## src/rtl/gpio8_pkg.sv

```systemverilog
package gpio8_pkg;
  localparam int unsigned IDX_MODE   = 0;
  localparam int unsigned IDX_DOUT   = 1;
  localparam int unsigned IDX_PIN    = 2;
  localparam int unsigned IDX_SETCLR = 3;
  localparam int unsigned IDX_CLR    = 4;
  // clear requests in the combined word start here
  localparam int unsigned CLR_SHIFT  = 16;

  typedef enum logic [1:0] {
    SEL_NONE,
    SEL_MODE,
    SEL_DOUT,
    SEL_PIN
  } rd_sel_e;

  typedef struct packed {
    logic mode;
    logic dout;
    logic setclr;
    logic clr;
  } wr_stb_t;
endpackage

```

## src/rtl/gpio8_decode.sv

```systemverilog
module gpio8_decode
  import gpio8_pkg::*;
#(
  parameter int unsigned ADDR_W = 5
) (
  input  logic              psel_i,
  input  logic              penable_i,
  input  logic              pwrite_i,
  input  logic [ADDR_W-1:0] paddr_i,
  output wr_stb_t           wr_o,
  output rd_sel_e           rd_o
);
  localparam int unsigned IDX_W = ADDR_W - 2;

  logic [IDX_W-1:0] idx;
  logic             wr_en;
  logic             rd_en;
  logic             unused_addr;

  assign idx         = paddr_i[ADDR_W-1:2];
  assign wr_en       = psel_i & penable_i & pwrite_i;
  assign rd_en       = psel_i & ~pwrite_i;
  assign unused_addr = ^paddr_i[1:0];

  always_comb begin
    wr_o.mode   = wr_en && (idx == IDX_W'(IDX_MODE));
    wr_o.dout   = wr_en && (idx == IDX_W'(IDX_DOUT));
    wr_o.setclr = wr_en && (idx == IDX_W'(IDX_SETCLR));
    wr_o.clr    = wr_en && (idx == IDX_W'(IDX_CLR));
  end

  always_comb begin
    rd_o = SEL_NONE;
    if (rd_en) begin
      if (idx == IDX_W'(IDX_MODE))      rd_o = SEL_MODE;
      else if (idx == IDX_W'(IDX_DOUT)) rd_o = SEL_DOUT;
      else if (idx == IDX_W'(IDX_PIN))  rd_o = SEL_PIN;
    end
  end
endmodule

```

## src/rtl/gpio8_latch.sv

```systemverilog
module gpio8_latch
  import gpio8_pkg::*;
#(
  parameter int unsigned NUM_PINS = 8,
  parameter int unsigned DATA_W   = 32
) (
  input  logic                clk_i,
  input  logic                rst_ni,
  input  wr_stb_t             wr_i,
  input  logic [DATA_W-1:0]   wdata_i,
  output logic [NUM_PINS-1:0] mode_o,
  output logic [NUM_PINS-1:0] dout_o,
  output logic                dma_o
);
  localparam int unsigned DMA_BIT = DATA_W - 1;

  logic [NUM_PINS-1:0] mode_q;
  logic [NUM_PINS-1:0] dout_q;
  logic                dma_q;
  logic                unused_wdata;

  assign unused_wdata = ^{wdata_i[DMA_BIT-1:CLR_SHIFT+NUM_PINS],
                          wdata_i[CLR_SHIFT-1:NUM_PINS]};

  always_ff @(posedge clk_i or negedge rst_ni) begin
    if (!rst_ni) begin
      mode_q <= '0;
      dma_q  <= 1'b0;
    end else if (wr_i.mode) begin
      mode_q <= wdata_i[NUM_PINS-1:0];
      dma_q  <= wdata_i[DMA_BIT];
    end
  end

  for (genvar n = 0; n < NUM_PINS; n++) begin : g_pin
    // priority: direct write, then set, then either clear
    always_ff @(posedge clk_i or negedge rst_ni) begin
      if (!rst_ni) begin
        dout_q[n] <= 1'b0;
      end else if (wr_i.dout) begin
        dout_q[n] <= wdata_i[n];
      end else if (wr_i.setclr && wdata_i[n]) begin
        dout_q[n] <= 1'b1;
      end else if (wr_i.setclr && wdata_i[CLR_SHIFT+n]) begin
        dout_q[n] <= 1'b0;
      end else if (wr_i.clr && wdata_i[n]) begin
        dout_q[n] <= 1'b0;
      end
    end
  end

  assign mode_o = mode_q;
  assign dout_o = dout_q;
  assign dma_o  = dma_q;
endmodule

```

## src/rtl/gpio8_sync.sv

```systemverilog
module gpio8_sync #(
  parameter int unsigned WIDTH  = 8,
  parameter int unsigned STAGES = 2
) (
  input  logic             clk_i,
  input  logic             rst_ni,
  input  logic [WIDTH-1:0] d_i,
  output logic [WIDTH-1:0] q_o
);
  logic [STAGES-1:0][WIDTH-1:0] stg_q;

  if (STAGES == 1) begin : g_one
    always_ff @(posedge clk_i or negedge rst_ni) begin
      if (!rst_ni) stg_q <= '0;
      else         stg_q <= d_i;
    end
  end else begin : g_chain
    always_ff @(posedge clk_i or negedge rst_ni) begin
      if (!rst_ni) stg_q <= '0;
      else         stg_q <= {stg_q[STAGES-2:0], d_i};
    end
  end

  assign q_o = stg_q[STAGES-1];
endmodule

```

## src/rtl/gpio8_regs.sv

```systemverilog
module gpio8_regs
  import gpio8_pkg::*;
#(
  parameter int unsigned NUM_PINS    = 8,
  parameter int unsigned ADDR_W      = 5,
  parameter int unsigned DATA_W      = 32,
  parameter int unsigned SYNC_STAGES = 2
) (
  input  logic                clk_i,
  input  logic                rst_ni,
  input  logic                psel_i,
  input  logic                penable_i,
  input  logic                pwrite_i,
  input  logic [ADDR_W-1:0]   paddr_i,
  input  logic [DATA_W-1:0]   pwdata_i,
  output logic [DATA_W-1:0]   prdata_o,
  input  logic [NUM_PINS-1:0] pin_i,
  output logic [NUM_PINS-1:0] pin_o,
  output logic [NUM_PINS-1:0] pin_oe_o,
  output logic                dma_lp_en_o
);
  localparam int unsigned DMA_BIT = DATA_W - 1;

  wr_stb_t             wr;
  rd_sel_e             rd_sel;
  logic [NUM_PINS-1:0] mode;
  logic [NUM_PINS-1:0] dout;
  logic [NUM_PINS-1:0] pin_sync;
  logic                dma_en;

  gpio8_decode #(.ADDR_W(ADDR_W)) u_decode (
    .psel_i   (psel_i),
    .penable_i(penable_i),
    .pwrite_i (pwrite_i),
    .paddr_i  (paddr_i),
    .wr_o     (wr),
    .rd_o     (rd_sel)
  );

  gpio8_latch #(.NUM_PINS(NUM_PINS), .DATA_W(DATA_W)) u_latch (
    .clk_i  (clk_i),
    .rst_ni (rst_ni),
    .wr_i   (wr),
    .wdata_i(pwdata_i),
    .mode_o (mode),
    .dout_o (dout),
    .dma_o  (dma_en)
  );

  gpio8_sync #(.WIDTH(NUM_PINS), .STAGES(SYNC_STAGES)) u_sync (
    .clk_i (clk_i),
    .rst_ni(rst_ni),
    .d_i   (pin_i),
    .q_o   (pin_sync)
  );

  always_comb begin
    prdata_o = '0;
    case (rd_sel)
      SEL_MODE: begin
        prdata_o[NUM_PINS-1:0] = mode;
        prdata_o[DMA_BIT]      = dma_en;
      end
      SEL_DOUT: prdata_o[NUM_PINS-1:0] = dout;
      SEL_PIN:  prdata_o[NUM_PINS-1:0] = pin_sync;
      default:  prdata_o = '0;
    endcase
  end

  assign pin_o       = dout;
  assign pin_oe_o    = mode;
  assign dma_lp_en_o = dma_en;
endmodule

```

## config.mk

```make
export PLATFORM = sky130hd
export DESIGN_NAME = gpio8_regs
export DESIGN_NICKNAME = d
export VERILOG_FILES = /design/src/rtl/gpio8_pkg.sv /design/src/rtl/gpio8_decode.sv /design/src/rtl/gpio8_latch.sv /design/src/rtl/gpio8_sync.sv /design/src/rtl/gpio8_regs.sv
export SDC_FILE = /design/constraint.sdc
export NUM_CORES = 1
export LEC_CHECK = 0
export ABC_CLOCK_PERIOD_IN_PS = 1200
export CORE_ASPECT_RATIO = 1.2
export CORE_MARGIN = 2
export CORE_UTILIZATION = 35
export CTS_BUF_LIST = sky130_fd_sc_hd__clkbuf_4 sky130_fd_sc_hd__clkbuf_8 sky130_fd_sc_hd__clkbuf_16
export DETAILED_ROUTE_END_ITERATION = 6
export DONT_BUFFER_PORTS = 1
export PLACE_DENSITY_LB_ADDON = 0.1
export SYNTH_ARGS = -nofsm -noshare
export SYNTH_HDL_FRONTEND = slang
export SYNTH_SLANG_ARGS = --single-unit
export TNS_END_PERCENT = 50
```

## constraint.sdc

```tcl
create_clock -name clk_i -period 1.2 [get_ports clk_i]
set_input_delay 0.12 -clock clk_i [delete_from_list [all_inputs] [get_ports clk_i]]
set_output_delay 0.12 -clock clk_i [all_outputs]
set_load 0.02 [all_outputs]
```

# After elaboration in Yosys (flattened, before gate mapping)
# Cells that the tools add are included.
[op_classes]
n_eq_ne = 7
muxes = 38
bitwise_logic = 4
n_reduce_logical = 37
[ops]
columns = ["cell", "count"]
rows = [
  ["$mux 1", 33],
  ["$reduce_bool 4->1", 8],
  ["$logic_and 1x1->1", 28],
  ["$pmux 8 s3", 1],
  ["$mux 2", 4],
  ["$eq 3x2->1 const B", 2],
  ["$eq 2x2->1 const B", 2],
  ["$and 1x1->1", 3],
  ["$eq 3x1->1 const B", 1],
  ["$eq 3x3->1 const B", 1],
  ["$logic_not 3->1", 1],
  ["$eq 2x1->1 const B", 1],
  ["$not 1->1", 1],
]
[word_totals]
ff_bits = 33
inputBits = 50
word_cells = 98

# Logic depth before layout (Yosys ltp)
[logic_depth]
word_depth = 8
depth_mapped = 5
mapped_depth_nobuf = 3

# Hierarchy
# Synthesis repeated with hierarchy kept, for this count alone.
[hier_totals]
cells_unflattened = 152
hier_area_um2 = 1707.9
[by_module_without_submodules]
columns = ["module", "instances", "cells_per_inst", "area_per_inst_um2", "seq_area_each_um2"]
rows = [
  ["gpio8_latch", 1, 72, 784.5, 425.4],
  ["gpio8_sync", 1, 24, 460.4, 400.4],
  ["gpio8_regs", 1, 45, 376.6, 0.0],
  ["gpio8_decode", 1, 11, 86.3, 0.0],
]

# Worst setup path before layout
# No wires, ideal clock.
[synth_timing]
kind = "input port to output port"
startpoint = "in paddr_i[3]"
endpoint = "out prdata_o[31]"
t_arrival_ns = 1.276
path_slack_ns = -0.196
stages = 3
n_path_buf = 2
cell_sequence = "clkbuf_1 > clkbuf_1 > nor4b_1"
[synth_via]
elab_chain_len = 7
word_cells_on_any_way = 9
classes_between = "eq/ne (3); mux (5); reduce/logical (1)"
[synth_lines]
columns = ["item", "line_no", "text"]
rows = [
  ["start, declared", "gpio8_regs.sv:14", "input logic [ADDR_W-1:0] paddr_i,"],
  ["$eq 3x2->1", "gpio8_decode.sv:37", "else if (idx == IDX_W'(IDX_PIN)) rd_o = SEL_PIN;"],
  ["$mux 2", "gpio8_decode.sv:37", ""],
  ["$mux 2", "gpio8_decode.sv:36", "else if (idx == IDX_W'(IDX_DOUT)) rd_o = SEL_DOUT;"],
  ["$mux 2 *", "gpio8_decode.sv:35", "if (idx == IDX_W'(IDX_MODE)) rd_o = SEL_MODE;"],
  ["$mux 2 *", "gpio8_decode.sv:34", "if (rd_en) begin"],
  ["$eq 2x1->1 *", "gpio8_regs.sv:59", "case (rd_sel)"],
  ["$mux 1 *", "gpio8_regs.sv:59", ""],
  ["end, declared", "gpio8_regs.sv:16", "output logic [DATA_W-1:0] prdata_o,"],
]
# Mark *: on every way between the ends. The rest lies on a longest branch, timed or not.

# Worst setup path in the final report
[layout_timing]
startpoint = "reg u_latch.dout_q[6], in the netlist u_latch.dout_o[6]"
endpoint = "out prdata_o[6]"
[layout_via]
elab_chain_len = 1
[layout_lines]
columns = ["item", "line_no", "text"]
rows = [
  ["start, declared", "gpio8_latch.sv:18", "logic [NUM_PINS-1:0] dout_q;"],
  ["start signal, assigned by index", "gpio8_latch.sv:41", "dout_q[n] <= wdata_i[n];"],
  ["$pmux 8 s3", "gpio8_regs.sv:59", ""],
]
# No other way between the ends.

==> summary.md <==
| Metric | Value |
|---|---|
| Clock Latency Late Sink | `0.28 ns` |
| Cell Area, Synth | `0.001653 sq mm` |
| Worst clock skew | `0.0004841 ns` |
| Most frequent cells in the layout | `buf_4 (34), dfrtp_1 (33), conb_1 (23)` |
| Seq/Total Area, Yosys | `49.96%` |
| Setup crit start kind | `register` |
| Tcrit/Tclk final | `112.5%` |
| Leakage power | `0.001091 uW` |
| First-pass GRT wire length | `6251 microns` |
| Placed cell count | `228` |
| Worst path slowest cell | `dfrtp_1` |
| Critical path class | `register to primary output` |
| Routed len/inst | `15.17 microns` |
| Ports | `99` |
| Largest net degree at the start of global routing | `34` |
| Clock transition at the registers of the reported paths | `0.07 ns` |
| Failing checks | `negative setup slack` |
| Pwr/cell area | `1508 mW/mm^2` |
| Sequential group share of total power | `39.1%` |
| CTS tree | `built` |
| Warnings from Yosys | `0` |
| Htree depth | `2` |
| Post-place setup slack | `-0.1456 ns` |
| TritonRoute pass-1 iters | `4` |
| Routability cong. | `0.7641` |
| Routed WL | `3960 microns` |
| Fin. Hold Viols | `0` |
| Initial antenna violation count | `0` |
| ANT cells | `0` |
| Die height | `79.28 microns` |
| RSZ-0062 raised after global routing | `yes` |
| Number of global-route vias before repair | `1278` |
| Clock sink count | `33` |
| Die Wd | `66.73 microns` |
| Sw Share | `28.73%` |
| Fin. max-slew vios | `0` |
| Sw Pwr | `982.7 uW` |
| Starting Density | `36.24%` |
| Cell Rows | `27` |
| Area of the multi-input gates | `730.7 sq um` |
| Gate power share | `29.3%` |
| Tmin final | `1.350 ns` |
| Netlist cell types | `22` |
| Mean Syn Cell Area | `11.09 sq um` |
| Worst path bufs/invs | `0` |
| Critical Path RT | `1.08 ns` |
| Post-route ant nets | `0` |
| Clk root buf | `clkbuf_8` |
| DR vias | `1252` |
| Die area | `0.005290 sq mm` |
| Clock share of power | `31.6%` |
| Commonest non-fill, non-tap cell in the layout | `buf_4` |
| Cells after Synth | `149` |
| Port bufs | `0` |
| Vias per std cell | `4.797` |
| Crit path capture type | `primary output` |
| Layout Area Growth over Synthesis | `37.24%` |
| Total of max-cap violations | `0` |
| Core footprint | `0.004561 sq mm` |
| Dpl hpwl | `2770 microns` |
| CP delay by family, top | `flip-flops` |
| Global-route usage over all layers | `16.29%` |
| Cells along the critical path | `mux2i_1 -> or2_2 -> a21oi_4` |
| Critical Path AT | `1.23 ns` |
| DR DRC count | `0` |
| VDD IR max | `0.8823 mV` |
| Hold Path Class | `primary input to register` |
| Maximum clock insertion buffer count | `2` |
| Hold WS | `0.04393 ns` |
| Area taken by flip-flops and latches | `825.8 sq um` |
| Max incr delay on CP | `0.35 ns` |
| Outcome | `finished with violations` |
| Setup WS post-layout | `-0.1502 ns` |
| Setup-failing EPs final | `8` |
| Non-Filler Instances | `261` |
| NumNets Final | `252` |
| Crit-path max FO | `2` |
| Layout cells sized above 1 | `36.45%` |
| Filler instances | `432` |
| CTS Buf Count | `5` |
| Int Pwr | `2438 uW` |
| Overflow after GRT | `0` |
| Initial DRC count | `18` |
| Peak Freq | `740.6 MHz` |
| Seq cells post-synth | `33` |
state kept, by name (all words and copies together) (netlist names):
name / count
u_latch.dout_o: 8
u_sync.q_o: 8
u_sync.stg_q: 8
u_latch.mode_o: 8
u_latch.dma_o: 1
synth_stat cells:
master    count  area (sq um)
and4b_1       1         10.01
conb_1        1         3.750
or2_2         8         50.05
clkbuf_1      6         22.52
nor2b_2       1         8.760
dfrtp_1      33         825.8
and4_1        1         8.760
a21oi_1      16         80.08
mux2i_1       8         80.08
buf_2         1         5.000
nor2b_1       1         6.260
buf_6         1         11.26
mux2_4        9         135.1
nor4_2        1         12.51
or4b_1        1         10.01
inv_1         8         30.03
a31oi_1       8         50.05
buf_4        24         180.2
nor4b_1       1         8.760
nand2b_1      1         6.260
nand2_1      10         37.54
a221oi_1      8         70.07
power by group through the flow:
stage	Clock, uW	Combinational, uW	Sequential, uW
after floorplan	0	433	1530
after global placement	0	817	1350
after detailed placement	0	828	1360
after CTS	1110	985	1340
after global routing	1180	1080	1360
final	1080	1000	1340
layer usage:
| layer | part of all wire (%) | GRT usage [%] |
|---|---|---|
| met4 | 0.91 | 4.898 |
| met3 | 7.6 | 5.241 |
| met5 | 0 | 0 |
| met2 | 53 | 27.40 |
| met1 | 38 | 19.65 |
area by class of cell:
| cell class | instances | share of cell area (%) |
|---|---|---|
| Sequential cell | 33 | 36.40 |
| Multi-Input combinational cell | 98 | 32.21 |
| Timing Repair Buffer | 56 | 21.57 |
| Clock buffer | 6 | 3.640 |
| Tap cell | 58 | 3.199 |
| Clock inverter | 2 | 1.655 |
| Inverter | 8 | 1.324 |
stage by stage:
stage	power (uW)	cell area (sq um)	utilization [%]	setup TNS (ns)
after floorplan	1967	1779	-	-0.6924
after CTS	3429	2237	49.05	-1.232
final	3420	2268	49.74	-0.9668
after global routing	3617	2268	49.74	-1.555
after detailed placement	2188	1866	40.91	-1.211
after global placement	2170	1866	40.91	-1.334
worst reg2reg max path: stages (launching register included):
cell      delay (ns)
dfrtp_1         0.38
buf_4           0.13
buf_4           0.12
buf_6           0.12
a31oi_1         0.14
a221oi_1        0.07
cells by family after synthesis:
family / synth area share, %
AO/OA/AOI/OAI: 12.11
buffers and inverters: 15.06
flip-flops: 49.96
multiplexers: 13.02
other: 0.2269
AND/OR/NAND/NOR: 9.615
worst paths after layout:
kind / start / slack [ns] / to / depth (start not counted)
worst max-delay path: u_latch.dout_o[6] / -0.15 / prdata_o[6] / 3
worst min-delay path: paddr_i[2] / 0.04 / u_latch.dout_o[1] / 2
worst max register to register: u_latch.dout_o[7] / 0.11 / u_latch.dout_o[7] / 5
worst min register to register: u_sync.stg_q[0] / 0.35 / u_sync.q_o[0] / 0
max in group asynchronous: rst_ni / 0.74 / u_latch.mode_o[5] / 2
min in group asynchronous: rst_ni / 0.28 / u_sync.q_o[3] / 2
what timing repair did:
item / in CTS / in global routing
endpoints found under the setup margin: 8 / 9
setup buffers: 4 / 2
hold buffers: 19 / 0
resized for setup: 8 / 3
endpoints found under the hold margin: 58 / 0
pin swaps: 5 / 5
(Power assumes the default switching activity.)
